==> src/rtl/lsf_pkg.sv <==
package lsf_pkg;
  typedef enum logic [1:0] {
    OP_LOAD = 2'd0,
    OP_SHR  = 2'd1,
    OP_WIDE = 2'd2,
    OP_NONE = 2'd3
  } op_e;

  typedef enum logic [1:0] {
    SZ_B = 2'd0,
    SZ_H = 2'd1,
    SZ_W = 2'd2,
    SZ_D = 2'd3
  } size_e;
endpackage

==> src/rtl/lsf_load_fmt.sv <==
module lsf_load_fmt
  import lsf_pkg::*;
#(
  parameter int DATA_W   = 64,
  parameter int NARROW_W = 32,
  localparam int OFF_W   = $clog2(DATA_W / 8)
) (
  input  logic [DATA_W-1:0] data_i,
  input  logic [OFF_W-1:0]  off_i,
  input  size_e             size_i,
  input  logic              signed_i,
  input  logic              mode64_i,
  output logic [DATA_W-1:0] res_o
);
  localparam int HALF_W = 16;

  logic [DATA_W-1:0] lane;
  assign lane = data_i >> {off_i, 3'b000};

  always_comb begin
    unique case (size_i)
      SZ_B: res_o = signed_i ? {{(DATA_W-8){lane[7]}}, lane[7:0]}
                             : {{(DATA_W-8){1'b0}}, lane[7:0]};
      SZ_H: res_o = signed_i ? {{(DATA_W-HALF_W){lane[HALF_W-1]}}, lane[HALF_W-1:0]}
                             : {{(DATA_W-HALF_W){1'b0}}, lane[HALF_W-1:0]};
      // word extension follows the mode, not the signed flag
      SZ_W: res_o = mode64_i ? {{(DATA_W-NARROW_W){lane[NARROW_W-1]}}, lane[NARROW_W-1:0]}
                             : {{(DATA_W-NARROW_W){1'b0}}, lane[NARROW_W-1:0]};
      default: res_o = data_i;
    endcase
  end
endmodule

==> src/rtl/lsf_shr.sv <==
module lsf_shr #(
  parameter int DATA_W   = 64,
  parameter int NARROW_W = 32,
  localparam int SH_W    = $clog2(DATA_W),
  localparam int NSH_W   = $clog2(NARROW_W)
) (
  input  logic [DATA_W-1:0] opnd_i,
  input  logic [SH_W-1:0]   shamt_i,
  input  logic              wide_i,
  input  logic              arith_i,
  output logic [DATA_W-1:0] res_o
);
  logic signed [NARROW_W-1:0] n_src;
  logic        [NARROW_W-1:0] n_res;
  logic signed [DATA_W-1:0]   w_src;
  logic        [DATA_W-1:0]   w_res;

  assign n_src = opnd_i[NARROW_W-1:0];
  assign w_src = opnd_i;

  always_comb begin
    if (arith_i) n_res = n_src >>> shamt_i[NSH_W-1:0];
    else         n_res = opnd_i[NARROW_W-1:0] >> shamt_i[NSH_W-1:0];
    if (arith_i) w_res = w_src >>> shamt_i;
    else         w_res = opnd_i >> shamt_i;
  end

  assign res_o = wide_i ? w_res
               : {{(DATA_W-NARROW_W){arith_i & n_res[NARROW_W-1]}}, n_res};
endmodule

==> src/rtl/lsf_check.sv <==
module lsf_check
  import lsf_pkg::*;
#(
  parameter int DATA_W = 64,
  localparam int OFF_W = $clog2(DATA_W / 8)
) (
  input  op_e              op_i,
  input  size_e            size_i,
  input  logic [OFF_W-1:0] off_i,
  input  logic             mode64_i,
  input  logic             shift_wide_i,
  output logic             trap_o,
  output logic             misalign_o
);
  logic [OFF_W-1:0] mask;

  always_comb begin
    unique case (size_i)
      SZ_B:    mask = '0;
      SZ_H:    mask = OFF_W'(1);
      SZ_W:    mask = OFF_W'(3);
      default: mask = '1;
    endcase
  end

  assign misalign_o = (op_i == OP_LOAD) && ((off_i & mask) != '0);
  assign trap_o     = !mode64_i && ((op_i == OP_WIDE)
                                 || (op_i == OP_LOAD && size_i == SZ_D)
                                 || (op_i == OP_SHR && shift_wide_i));
endmodule

==> src/rtl/lsf_top.sv <==
module lsf_top
  import lsf_pkg::*;
#(
  parameter int DATA_W   = 64,
  parameter int NARROW_W = 32,
  localparam int OFF_W   = $clog2(DATA_W / 8),
  localparam int SH_W    = $clog2(DATA_W)
) (
  input  logic              clk_i,
  input  logic              rst_ni,
  input  logic              req_valid_i,
  input  logic [1:0]        op_i,
  input  logic              mode64_i,
  input  logic [1:0]        size_i,
  input  logic              signed_i,
  input  logic [OFF_W-1:0]  addr_off_i,
  input  logic [SH_W-1:0]   shamt_i,
  input  logic              shift_wide_i,
  input  logic [DATA_W-1:0] data_i,
  output logic              wr_valid_o,
  output logic [DATA_W-1:0] wr_data_o,
  output logic              trap_o,
  output logic              align_fault_o
);
  op_e               op;
  size_e             sz;
  logic [DATA_W-1:0] ld_res, sh_res;
  logic              trap, misalign, do_wr;

  assign op = op_e'(op_i);
  assign sz = size_e'(size_i);

  lsf_load_fmt #(.DATA_W(DATA_W), .NARROW_W(NARROW_W)) i_load (
    .data_i(data_i), .off_i(addr_off_i), .size_i(sz),
    .signed_i(signed_i), .mode64_i(mode64_i), .res_o(ld_res)
  );

  lsf_shr #(.DATA_W(DATA_W), .NARROW_W(NARROW_W)) i_shr (
    .opnd_i(data_i), .shamt_i(shamt_i), .wide_i(shift_wide_i),
    .arith_i(signed_i), .res_o(sh_res)
  );

  lsf_check #(.DATA_W(DATA_W)) i_check (
    .op_i(op), .size_i(sz), .off_i(addr_off_i), .mode64_i(mode64_i),
    .shift_wide_i(shift_wide_i), .trap_o(trap), .misalign_o(misalign)
  );

  assign do_wr = req_valid_i && (op == OP_LOAD || op == OP_SHR) && !trap && !misalign;

  always_ff @(posedge clk_i or negedge rst_ni) begin
    if (!rst_ni) begin
      wr_valid_o    <= 1'b0;
      wr_data_o     <= '0;
      trap_o        <= 1'b0;
      align_fault_o <= 1'b0;
    end else begin
      wr_valid_o    <= do_wr;
      trap_o        <= req_valid_i && trap;
      align_fault_o <= req_valid_i && misalign && !trap;  // trap wins
      if (do_wr) wr_data_o <= (op == OP_LOAD) ? ld_res : sh_res;
    end
  end

  a_r10_trap_no_write: assert property (@(posedge clk_i) disable iff (!rst_ni)
    trap_o |-> !wr_valid_o && !align_fault_o);
  a_r10_trap_needs_compat: assert property (@(posedge clk_i) disable iff (!rst_ni)
    trap_o |-> !$past(mode64_i) && $past(req_valid_i));
  a_r7_fault_no_write: assert property (@(posedge clk_i) disable iff (!rst_ni)
    align_fault_o |-> !wr_valid_o && $past(op_i) == 2'd0);
  a_r2_valid_after_req: assert property (@(posedge clk_i) disable iff (!rst_ni)
    wr_valid_o |-> $past(req_valid_i));
  a_r11_wide_native_quiet: assert property (@(posedge clk_i) disable iff (!rst_ni)
    req_valid_i && op_i == 2'd2 && mode64_i |=> !wr_valid_o && !trap_o && !align_fault_o);
  a_r4_compat_word_zero: assert property (@(posedge clk_i) disable iff (!rst_ni)
    req_valid_i && op_i == 2'd0 && size_i == 2'd2 && !mode64_i && addr_off_i[1:0] == 2'd0
    |=> wr_valid_o && wr_data_o[DATA_W-1:NARROW_W] == '0);
  a_r2_hold_data: assert property (@(posedge clk_i) disable iff (!rst_ni)
    !$past(req_valid_i) |-> !wr_valid_o && $stable(wr_data_o));
endmodule

==> config.mk <==
export PLATFORM = sky130hd
export DESIGN_NAME = lsf_top
export DESIGN_NICKNAME = d
export VERILOG_FILES = /design/src/rtl/lsf_pkg.sv /design/src/rtl/lsf_load_fmt.sv /design/src/rtl/lsf_shr.sv /design/src/rtl/lsf_check.sv /design/src/rtl/lsf_top.sv
export SDC_FILE = /design/constraint.sdc
export NUM_CORES = 1
export LEC_CHECK = 0
export ABC_AREA = 1
export BUFFER_PORTS_ARGS = -buffer_cell sky130_fd_sc_hd__buf_2
export CAP_MARGIN = 20
export CORE_MARGIN = 2
export CORE_UTILIZATION = 58
export CTS_CLUSTER_DIAMETER = 200
export CTS_CLUSTER_SIZE = 20
export DETAILED_ROUTE_END_ITERATION = 10
export PLACE_DENSITY = 0.8
export SETUP_SLACK_MARGIN = 0.05
export SKIP_LAST_GASP = 1
export SYNTH_ARGS = -nofsm -noshare
export SYNTH_HDL_FRONTEND = slang
export SYNTH_HIERARCHICAL = 1
export SYNTH_SLANG_ARGS = --single-unit
==> constraint.sdc <==
create_clock -name clk_i -period 2 [get_ports clk_i]
set_clock_uncertainty 0.15 [all_clocks]
set_input_delay 0.2 -clock clk_i [delete_from_list [all_inputs] [get_ports clk_i]]
set_output_delay 0.2 -clock clk_i [all_outputs]
set_load 0.1 [all_outputs]
==> flow_summary_export.csv, run 1 <==
group,metric,value,unit
clock_tree,htree_levels,3,
logic_synthesis,synth.top_cell.area_share,0.3326,
logic_synthesis,async_reset_ff_frac,1.000,
clock_tree,clkSinkCount,67,
grt,grt.total_usage,0.7112,
placement,io_buffers,149,
floorplanning,initial_utilization,0.5924,
logic_synthesis,syn_area_per_cell,5.207,µm²
placement,gp_congestion,1.291,
outcome,tool.error,"[ERROR GRT-0232] Routing congestion too high. Check the congestion heatmap in the GUI.",
clock_tree,cts_buffers,9,
clock_tree,cts_root_buffer,"clkbuf_16",
logic_synthesis,yosysTopAreaCell,"nand2_1",
grt,overflow,15,
logic_synthesis,synthCells,2399,
floorplanning,io_pins,150,
floorplanning,fp-row-count,53,
logic_synthesis,synth_cell_type_count,40,
logic_synthesis,synth_warnings,6,
logic_synthesis,ys_ff_latch,67,
logic_synthesis,yosysSeqAreaShare,0.1342,
outcome,lastStage,"5_1_grt",
placement,dp.cells,2975,
logic_synthesis,synthTopCellsByCount,"nand2_1, nand3_1, o21ai_0",
logic_synthesis,netlist_area,12490,µm²
floorplanning,die_h,150.8,µm
logic_synthesis,ys.flop_type,"dfrtp_1",
logic_synthesis,synth-edff-count,0,
logic_synthesis,synthTopCellsByArea,"nand2_1, nand3_1, dfrtp_1",
logic_synthesis,synth.most_common_cell,"nand2_1",
outcome,status,"did not finish",
clock_tree,cts_buffer_depth,2,
logic_synthesis,syn_nets,2482,
placement,post-dp-hpwl,51440,µm
grt,grt_max_degree,68,
floorplanning,chipWidth,150.8,µm
[layer usage]
metal	overflow	GRT usage
met2	7	0.8773
met4	8	0.6579
met3	0	0.5573
met1	0	0.7320
met5	0	0.2091
[cells by family after synthesis]
family                 after synthesis  synth area share
AOI/OAI and AO/OA                  268            0.1195
buffers and inverters              255            0.1105
DFF                                 67            0.1342
and+or+nand+nor                   1809            0.6358
[through the flow]
| step | hold slack, ns | worst slack [ns] | area [µm²] |
|---|---|---|---|
| global placement | 0.09194 | -0.5565 | 15500 |
| floorplan | -0.2456 | 0.1968 | 12490 |
| detailed placement | 0.09760 | -0.5422 | 15500 |
| CTS | 0.06513 | -0.07733 | 16130 |
[what timing repair did]
action                                  CTS
gates resized for setup                  41
cloned                                    4
hold buffers                              2
endpoints found under the hold margin    68
endpoints found under the setup margin   36
pin swaps                                 7
buffers inserted                          3
==> run 2, diff against run 1 <==
--- a/config.mk
+++ b/config.mk
@@ -9,12 +9,9 @@
 export BUFFER_PORTS_ARGS = -buffer_cell sky130_fd_sc_hd__buf_2
 export CAP_MARGIN = 20
 export CORE_MARGIN = 2
-export CORE_UTILIZATION = 58
-export CTS_CLUSTER_DIAMETER = 200
-export CTS_CLUSTER_SIZE = 20
+export CORE_UTILIZATION = 40
 export DETAILED_ROUTE_END_ITERATION = 10
-export PLACE_DENSITY = 0.8
-export SETUP_SLACK_MARGIN = 0.05
+export PLACE_DENSITY_LB_ADDON = 0.15
 export SKIP_LAST_GASP = 1
 export SYNTH_ARGS = -nofsm -noshare
 export SYNTH_HDL_FRONTEND = slang
==> run 2 against run 1 <==
Compared with the run above:
- the flow now finishes, with violations (setup timing)
- area after synthesis unchanged
- synthesized cell count unchanged
==> flow_summary_export.csv, run 2 <==
group,metric,value,unit
routing,firstDrtPassIters,7,
timing,maxSlewViolCount,0,
critical_path,path_buf_inv,3,
logic_synthesis,synthCells,2399,
power_and_ir_drop,vdd_drop_max,0.5590,mV
routing,routed_wl,78280,µm
floorplanning,chipWidth,180.7,µm
timing,relSlewSlack,0.5593,
logic_synthesis,netlist_area,12490,µm²
grt,grt_pass1_wl,112200,µm
clock_tree,clock_latency,0.34,ns
logic_synthesis,synth_warnings,6,
critical_path,crit_family,"simple AND/OR/NAND/NOR gates",
critical_path,arrival,2.14,ns
logic_synthesis,async_reset_ff_frac,1.000,
finish,final_cell_area,17800,µm²
critical_path,crit_path_frequent_cell,"nand2_1",
logic_synthesis,synthTopCellsByCount,"nand2_1, nand3_1, o21ai_0",
logic_synthesis,ys_ff_latch,67,
critical_path,cpPeakStageDelay,0.28,ns
floorplanning,core_region_area,30670,µm²
clock_tree,path_clk_slew,0.06,ns
critical_path,crit_path_start_kind,"primary input",
grt,grt_max_degree,68,
timing,fin_ws,-0.01638,ns
logic_synthesis,synth-edff-count,0,
logic_synthesis,synthTopCellsByArea,"nand2_1, nand3_1, dfrtp_1",
finish,drive_above_1_share,0.3058,
logic_synthesis,synth.most_common_cell,"nand2_1",
flow_run,cap_violations,0,
floorplanning,die_h,180.7,µm
clock_tree,htree_levels,3,
placement,post-dp-hpwl,60120,µm
outcome,violations,"setup timing",
outcome,status,"finished, violations left",
clock_tree,cts_root_buffer,"clkbuf_16",
critical_path,cp-end-kind,"flip-flop",
logic_synthesis,syn_nets,2482,
finish,regMostFlops,"wr_data_o",
routing,via_per_inst,6.086,
clock_tree,cts_buffers,9,
grt,overflow,0,
grt,grt_pass1_vias,18110,
timing,period_minus_slack,2.016,ns
finish,layout_commonest_cell,"nand2_1",
clock_tree,cts_tree,"built",
finish,antenna_cells,0,
finish,nNetsFinal,2898,
timing,setup_violations,2,
floorplanning,fp-row-count,64,
timing,rsz0062_at_grt,"true",
placement,gp_congestion,1.120,
floorplanning,dieArea,32660,µm²
grt,grt.total_usage,0.4509,
timing,fin_worst_hold_slack,0.08024,ns
routing,ant_nets,0,
critical_path,worst-path-max-fanout,8,
placement,placed_area,16300,µm²
timing,fmax,495.9,MHz
finish,largest_reg_flops,64,
timing,worst_pin_slew,0.6585,ns
logic_synthesis,ys.flop_type,"dfrtp_1",
grt,antenna_found_initial,1,
logic_synthesis,syn_area_per_cell,5.207,µm²
floorplanning,io_pins,150,
logic_synthesis,synth.top_cell.area_share,0.3326,
power_and_ir_drop,p_per_area,585.9,nW/µm²
timing,hold_viol_final,0,
routing,wl_per_cell,24.35,µm
timing,fin_setup_tns,-0.02226,ns
min_path,min_path_type,"in2reg",
routing,vias,19570,
finish,post-route-util,0.5805,
logic_synthesis,synth_cell_type_count,40,
power_and_ir_drop,leakage,9.628,nW
floorplanning,initial_utilization,0.4073,
routing,drt_iter0_drc,2846,
placement,io_buffers,149,
critical_path,crit_chain,"clkbuf_16 > clkbuf_16 > nand2_1 > nand3_1 > nand3_1 > nand2_1 > nand2_1 > o21ai_1 > buf_4 > a21oi_1 > o21ai_1 > o21ai_0 > nand2_1 > nand2_1 > nand2_1",
logic_synthesis,yosysTopAreaCell,"nand2_1",
critical_path,slowest_stage,"o21ai_1",
power_and_ir_drop,p_total,10.43,mW
logic_synthesis,yosysSeqAreaShare,0.1342,
timing,fin_crit_sh,1.008,
clock_tree,cts_buffer_depth,2,
critical_path,crit_type,"in2reg",
critical_path,required,2.13,ns
clock_tree,clkSinkCount,67,
routing,drcViolationCount,0,
finish,layout_common_cells,"nand2_1, nand3_1, buf_4",
finish,syn2layout_area_growth,42.52,%
==> run 2: repair_timing <==
action                                  CTS  global route
resized for setup                        42           202
gates cloned                              1            12
hold buffers                              2             0
endpoints found under the setup margin   36            60
buffers inserted                          0             2
endpoints found under the hold margin    68             0
pin swaps                                 6            41
==> run 2: worst paths after layout <==
kind | slack, ns | cells after the start | endpoint | start
worst max-delay path | -0.02 | 15 | wr_data_o[57] | shamt_i[0]
worst min-delay path | 0.08 | 6 | trap_o | mode64_i
worst max register to register | 1.12 | 2 | wr_data_o[2] | wr_data_o[2]
worst min register to register | 0.32 | 2 | wr_data_o[56] | wr_data_o[56]
max in group asynchronous | 1.12 | 3 | wr_data_o[17] | rst_ni
min in group asynchronous | 0.27 | 3 | wr_valid_o | rst_ni
==> run 2: worst reg2reg max path, delay by kind of cell, from the launching register on <==
family	cells	cell delay (ns)
flops	1	0.47
simple gates	2	0.16
==> run 2: per-stage QoR <==
| stage | worst slack [ns] | instances |
|---|---|---|
| finish | -0.01638 | 3215 |
| global route | -0.07392 | 3215 |
| CTS | -0.02139 | 3201 |
| detailed placement | -0.6282 | 3183 |
| global placement | -0.6136 | 3183 |
| floorplan | 0.1968 | 2399 |
==> run 2: report_power, final <==
group | internal [mW] | total [mW] | switching [mW]
clock | 0.960 | 1.60 | 0.636
combinational | 1.96 | 7.03 | 5.08
sequential | 1.61 | 1.80 | 0.186
==> run 2: layout make-up <==
class	instances	area, µm²
fill	3142	12870
multi-input combinational	2077	10160
timing repair buffer	594	4871
sequential	67	1677
tap	396	495.5
inverter	64	276.5
clock buffer	9	225.2
clock inverter	6	67.56
timing repair inverter	2	27.53
==> run 2: logic make-up after synthesis <==
logic type / share of synthesized area
simple gates: 0.6358
compound gates: 0.1195
buf+inv: 0.1105
flops: 0.1342
==> run 2: metal layers <==
layer  track usage  part of all wire
met5             0           0.00015
met4        0.3206             0.091
met3       0.08587              0.11
met2        0.6908              0.42
met1        0.5678              0.37
Note: power is estimated with default switching activity, not from simulation.
==> run 3, diff against run 2 <==
--- a/config.mk
+++ b/config.mk
@@ -5,7 +5,6 @@
 export SDC_FILE = /design/constraint.sdc
 export NUM_CORES = 1
 export LEC_CHECK = 0
-export ABC_AREA = 1
 export BUFFER_PORTS_ARGS = -buffer_cell sky130_fd_sc_hd__buf_2
 export CAP_MARGIN = 20
 export CORE_MARGIN = 2
==> run 3 against run 2 <==
Compared with the run above:
- the flow still finishes with violations (setup timing)
- sequential cell count did not move
- utilization is 12 points higher
- die area grew 6.7%
- area after synthesis increased by 6.9%
- final cell count shrank 15%
- largest cell class unchanged
- count of clock-buffer cells in the layout did not move
- power grew 34%
==> flow_summary_export.csv, run 3 <==
group,metric,value,unit
outcome,status,"finished, violations left",
outcome,violations,"setup timing",
floorplanning,dieArea,34860,µm²
routing,wl_per_cell,32.88,µm
min_path,hold_depth,3,
routing,firstDrtPassIters,6,
finish,nNetsFinal,2366,
critical_path,crit_path_start_kind,"primary input",
logic_synthesis,yosysTopAreaCell,"dfrtp_1",
min_path,min_path_type,"in2reg",
power_and_ir_drop,vdd_drop_max,1.327,mV
clock_tree,cts_tree,"built",
finish,antenna_cells,0,
timing,fin_worst_hold_slack,0.1836,ns
flow_run,cap_violations,0,
timing,setup_violations,64,
power_and_ir_drop,p_per_area,611.8,nW/µm²
floorplanning,initial_utilization,0.4083,
clock_tree,htree_levels,3,
routing,via_per_inst,6.825,
logic_synthesis,synthTopCellsByCount,"nand2_1, mux2i_1, mux2_2",
timing,period_minus_slack,2.644,ns
critical_path,crit_type,"in2reg",
clock_tree,clock_latency,0.32,ns
finish,largest_reg_flops,64,
logic_synthesis,ys_ff_latch,67,
logic_synthesis,netlist_area,13350,µm²
power_and_ir_drop,p_total,13.96,mW
logic_synthesis,synth_warnings,6,
grt,overflow,0,
critical_path,r2r-start,"wr_data_o[5]",
finish,layoutNonFillerInstCount,2730,
placement,placed_area,18930,µm²
finish,final_cell_area,22810,µm²
logic_synthesis,synthTopCellsByArea,"dfrtp_1, mux2i_1, mux2_2",
floorplanning,die_h,186.7,µm
finish,layout_common_cells,"buf_4, nand2_1, mux2_4",
timing,relSlewSlack,0.3380,
routing,drt_iter0_drc,2415,
routing,routed_wl,89760,µm
logic_synthesis,synth.most_common_cell,"nand2_1",
critical_path,required,2.12,ns
critical_path,r2r_slack,1.02,ns
grt,grt_pass1_wl,124900,µm
clock_tree,cts_root_buffer,"clkbuf_16",
timing,fin_ws,-0.6439,ns
routing,ant_nets,0,
floorplanning,fp-row-count,66,
floorplanning,core_region_area,32700,µm²
logic_synthesis,synth-edff-count,0,
finish,post-route-util,0.6975,
logic_synthesis,synth.top_cell.area_share,0.1256,
clock_tree,cts_buffers,9,
placement,dp_slack,-1.222,ns
critical_path,timing.rr.end,"wr_data_o[5]",
critical_path,arrival,2.76,ns
timing,worst_pin_slew,0.9908,ns
timing,fmax,378.2,MHz
placement,io_buffers,149,
routing,vias,18630,
logic_synthesis,async_reset_ff_frac,1.000,
finish,drive_above_1_share,0.6088,
power_and_ir_drop,leakage,10.44,nW
finish,syn2layout_area_growth,70.83,%
clock_tree,path_clk_slew,0.06,ns
critical_path,endpoint,"wr_data_o[15]",
finish,layout_commonest_cell,"buf_4",
logic_synthesis,syn_nets,1657,
floorplanning,chipWidth,186.7,µm
floorplanning,io_pins,150,
critical_path,reg2regPathDepth,1,
logic_synthesis,synth_cell_type_count,94,
logic_synthesis,yosysSeqAreaShare,0.1256,
logic_synthesis,syn_area_per_cell,8.483,µm²
placement,gp_congestion,1.074,
timing,hold_viol_final,0,
timing,fin_crit_sh,1.322,
placement,post-dp-hpwl,67910,µm
critical_path,cp-end-kind,"flip-flop",
grt,grt_pass1_vias,17860,
logic_synthesis,ys.flop_type,"dfrtp_1",
routing,drcViolationCount,0,
timing,fin_setup_tns,-30.47,ns
logic_synthesis,synthCells,1574,
finish,regMostFlops,"wr_data_o",
critical_path,worst-path-max-fanout,6,
clock_tree,cts_buffer_depth,2,
grt,grt_max_degree,68,
grt,grt.total_usage,0.4865,
clock_tree,clkSinkCount,67,
timing,maxSlewViolCount,0,
grt,antenna_found_initial,1,
timing,rsz0062_at_grt,"true",
placement,dp.cells,2630,
critical_path,timing.critical_path.from,"shamt_i[1]",
## run 3: cell types whose count changed in the layout (fill, tap and decap cells not counted), moves of 30 or more
cell and delta:
nand3_1 -426, nor2_1 +30, buf_6 +58, mux2_4 +138
nand2_1 -920, o21ai_0 -40, mux4_2 +58, nand3_2 -61
buf_4 +205, inv_1 -41, nand4_2 -34, mux2i_1 +135
mux2_2 +43
## run 3: cell families (layout without fill, tap and decap cells)
group                  count (synthesis)  in the layout  synth area share
AND/OR/NAND/NOR                      444            444            0.1525
multiplexers                         409            409            0.3925
AO/OA/AOI/OAI                        477            477            0.2529
buffers and inverters                177            891           0.07646
flip-flops                            67             67            0.1256
## run 3: report_power, final
part / total (mW) / internal (mW) / switching [mW] / leakage [nW]
sequential: 2.01 / 1.72 / 0.287 / 0.841
clock: 1.62 / 0.972 / 0.643 / 0.142
combinational: 10.3 / 3.77 / 6.57 / 9.46
total: 14.0 / 6.46 / 7.50 / 10.4
## run 3: final cells by class
class | instances | area (µm²)
Tap cell | 442 | 553.0
Timing Repair Buffer | 860 | 7441
Fill cell | 2611 | 9891
Clock inverter | 7 | 76.32
Inverter | 15 | 61.31
Multi-Input combinational cell | 1330 | 12780
Sequential cell | 67 | 1677
Clock buffer | 9 | 225.2
## run 3: worst min path at each step
stage | start | endpoint | slack (ns)
floorplan | rst_ni | align_fault_o | -0.25
detailed placement | rst_ni | wr_data_o[52] | 0.10
finish | mode64_i | trap_o | 0.18
global route | mode64_i | trap_o | 0.19
global placement | rst_ni | wr_data_o[52] | 0.1
CTS | mode64_i | trap_o | 0.17
## run 3: timing repair
action	CTS	global route
gates cloned	12	3
setup endpoints to repair	64	64
hold buffers	2	0
pin swaps	80	106
gates resized for setup	345	252
hold endpoints to repair	68	0
buffers inserted	64	21
## run 3: layer usage
metal,track usage,routed length [µm]
met5,0,13
met4,0.3294,8621
met3,0.09498,11090
met2,0.7283,36910
met1,0.6338,33120
## run 3: worst max-delay path, stage by stage
cell and delay (ns):
buf_16 0.13, buf_8 0.13, mux2i_1 0.13, buf_4 0.16
a22o_1 0.23, a211o_4 0.35, a221o_1 0.39, a222oi_1 0.62
mux2_4 0.28, mux2_4 0.14
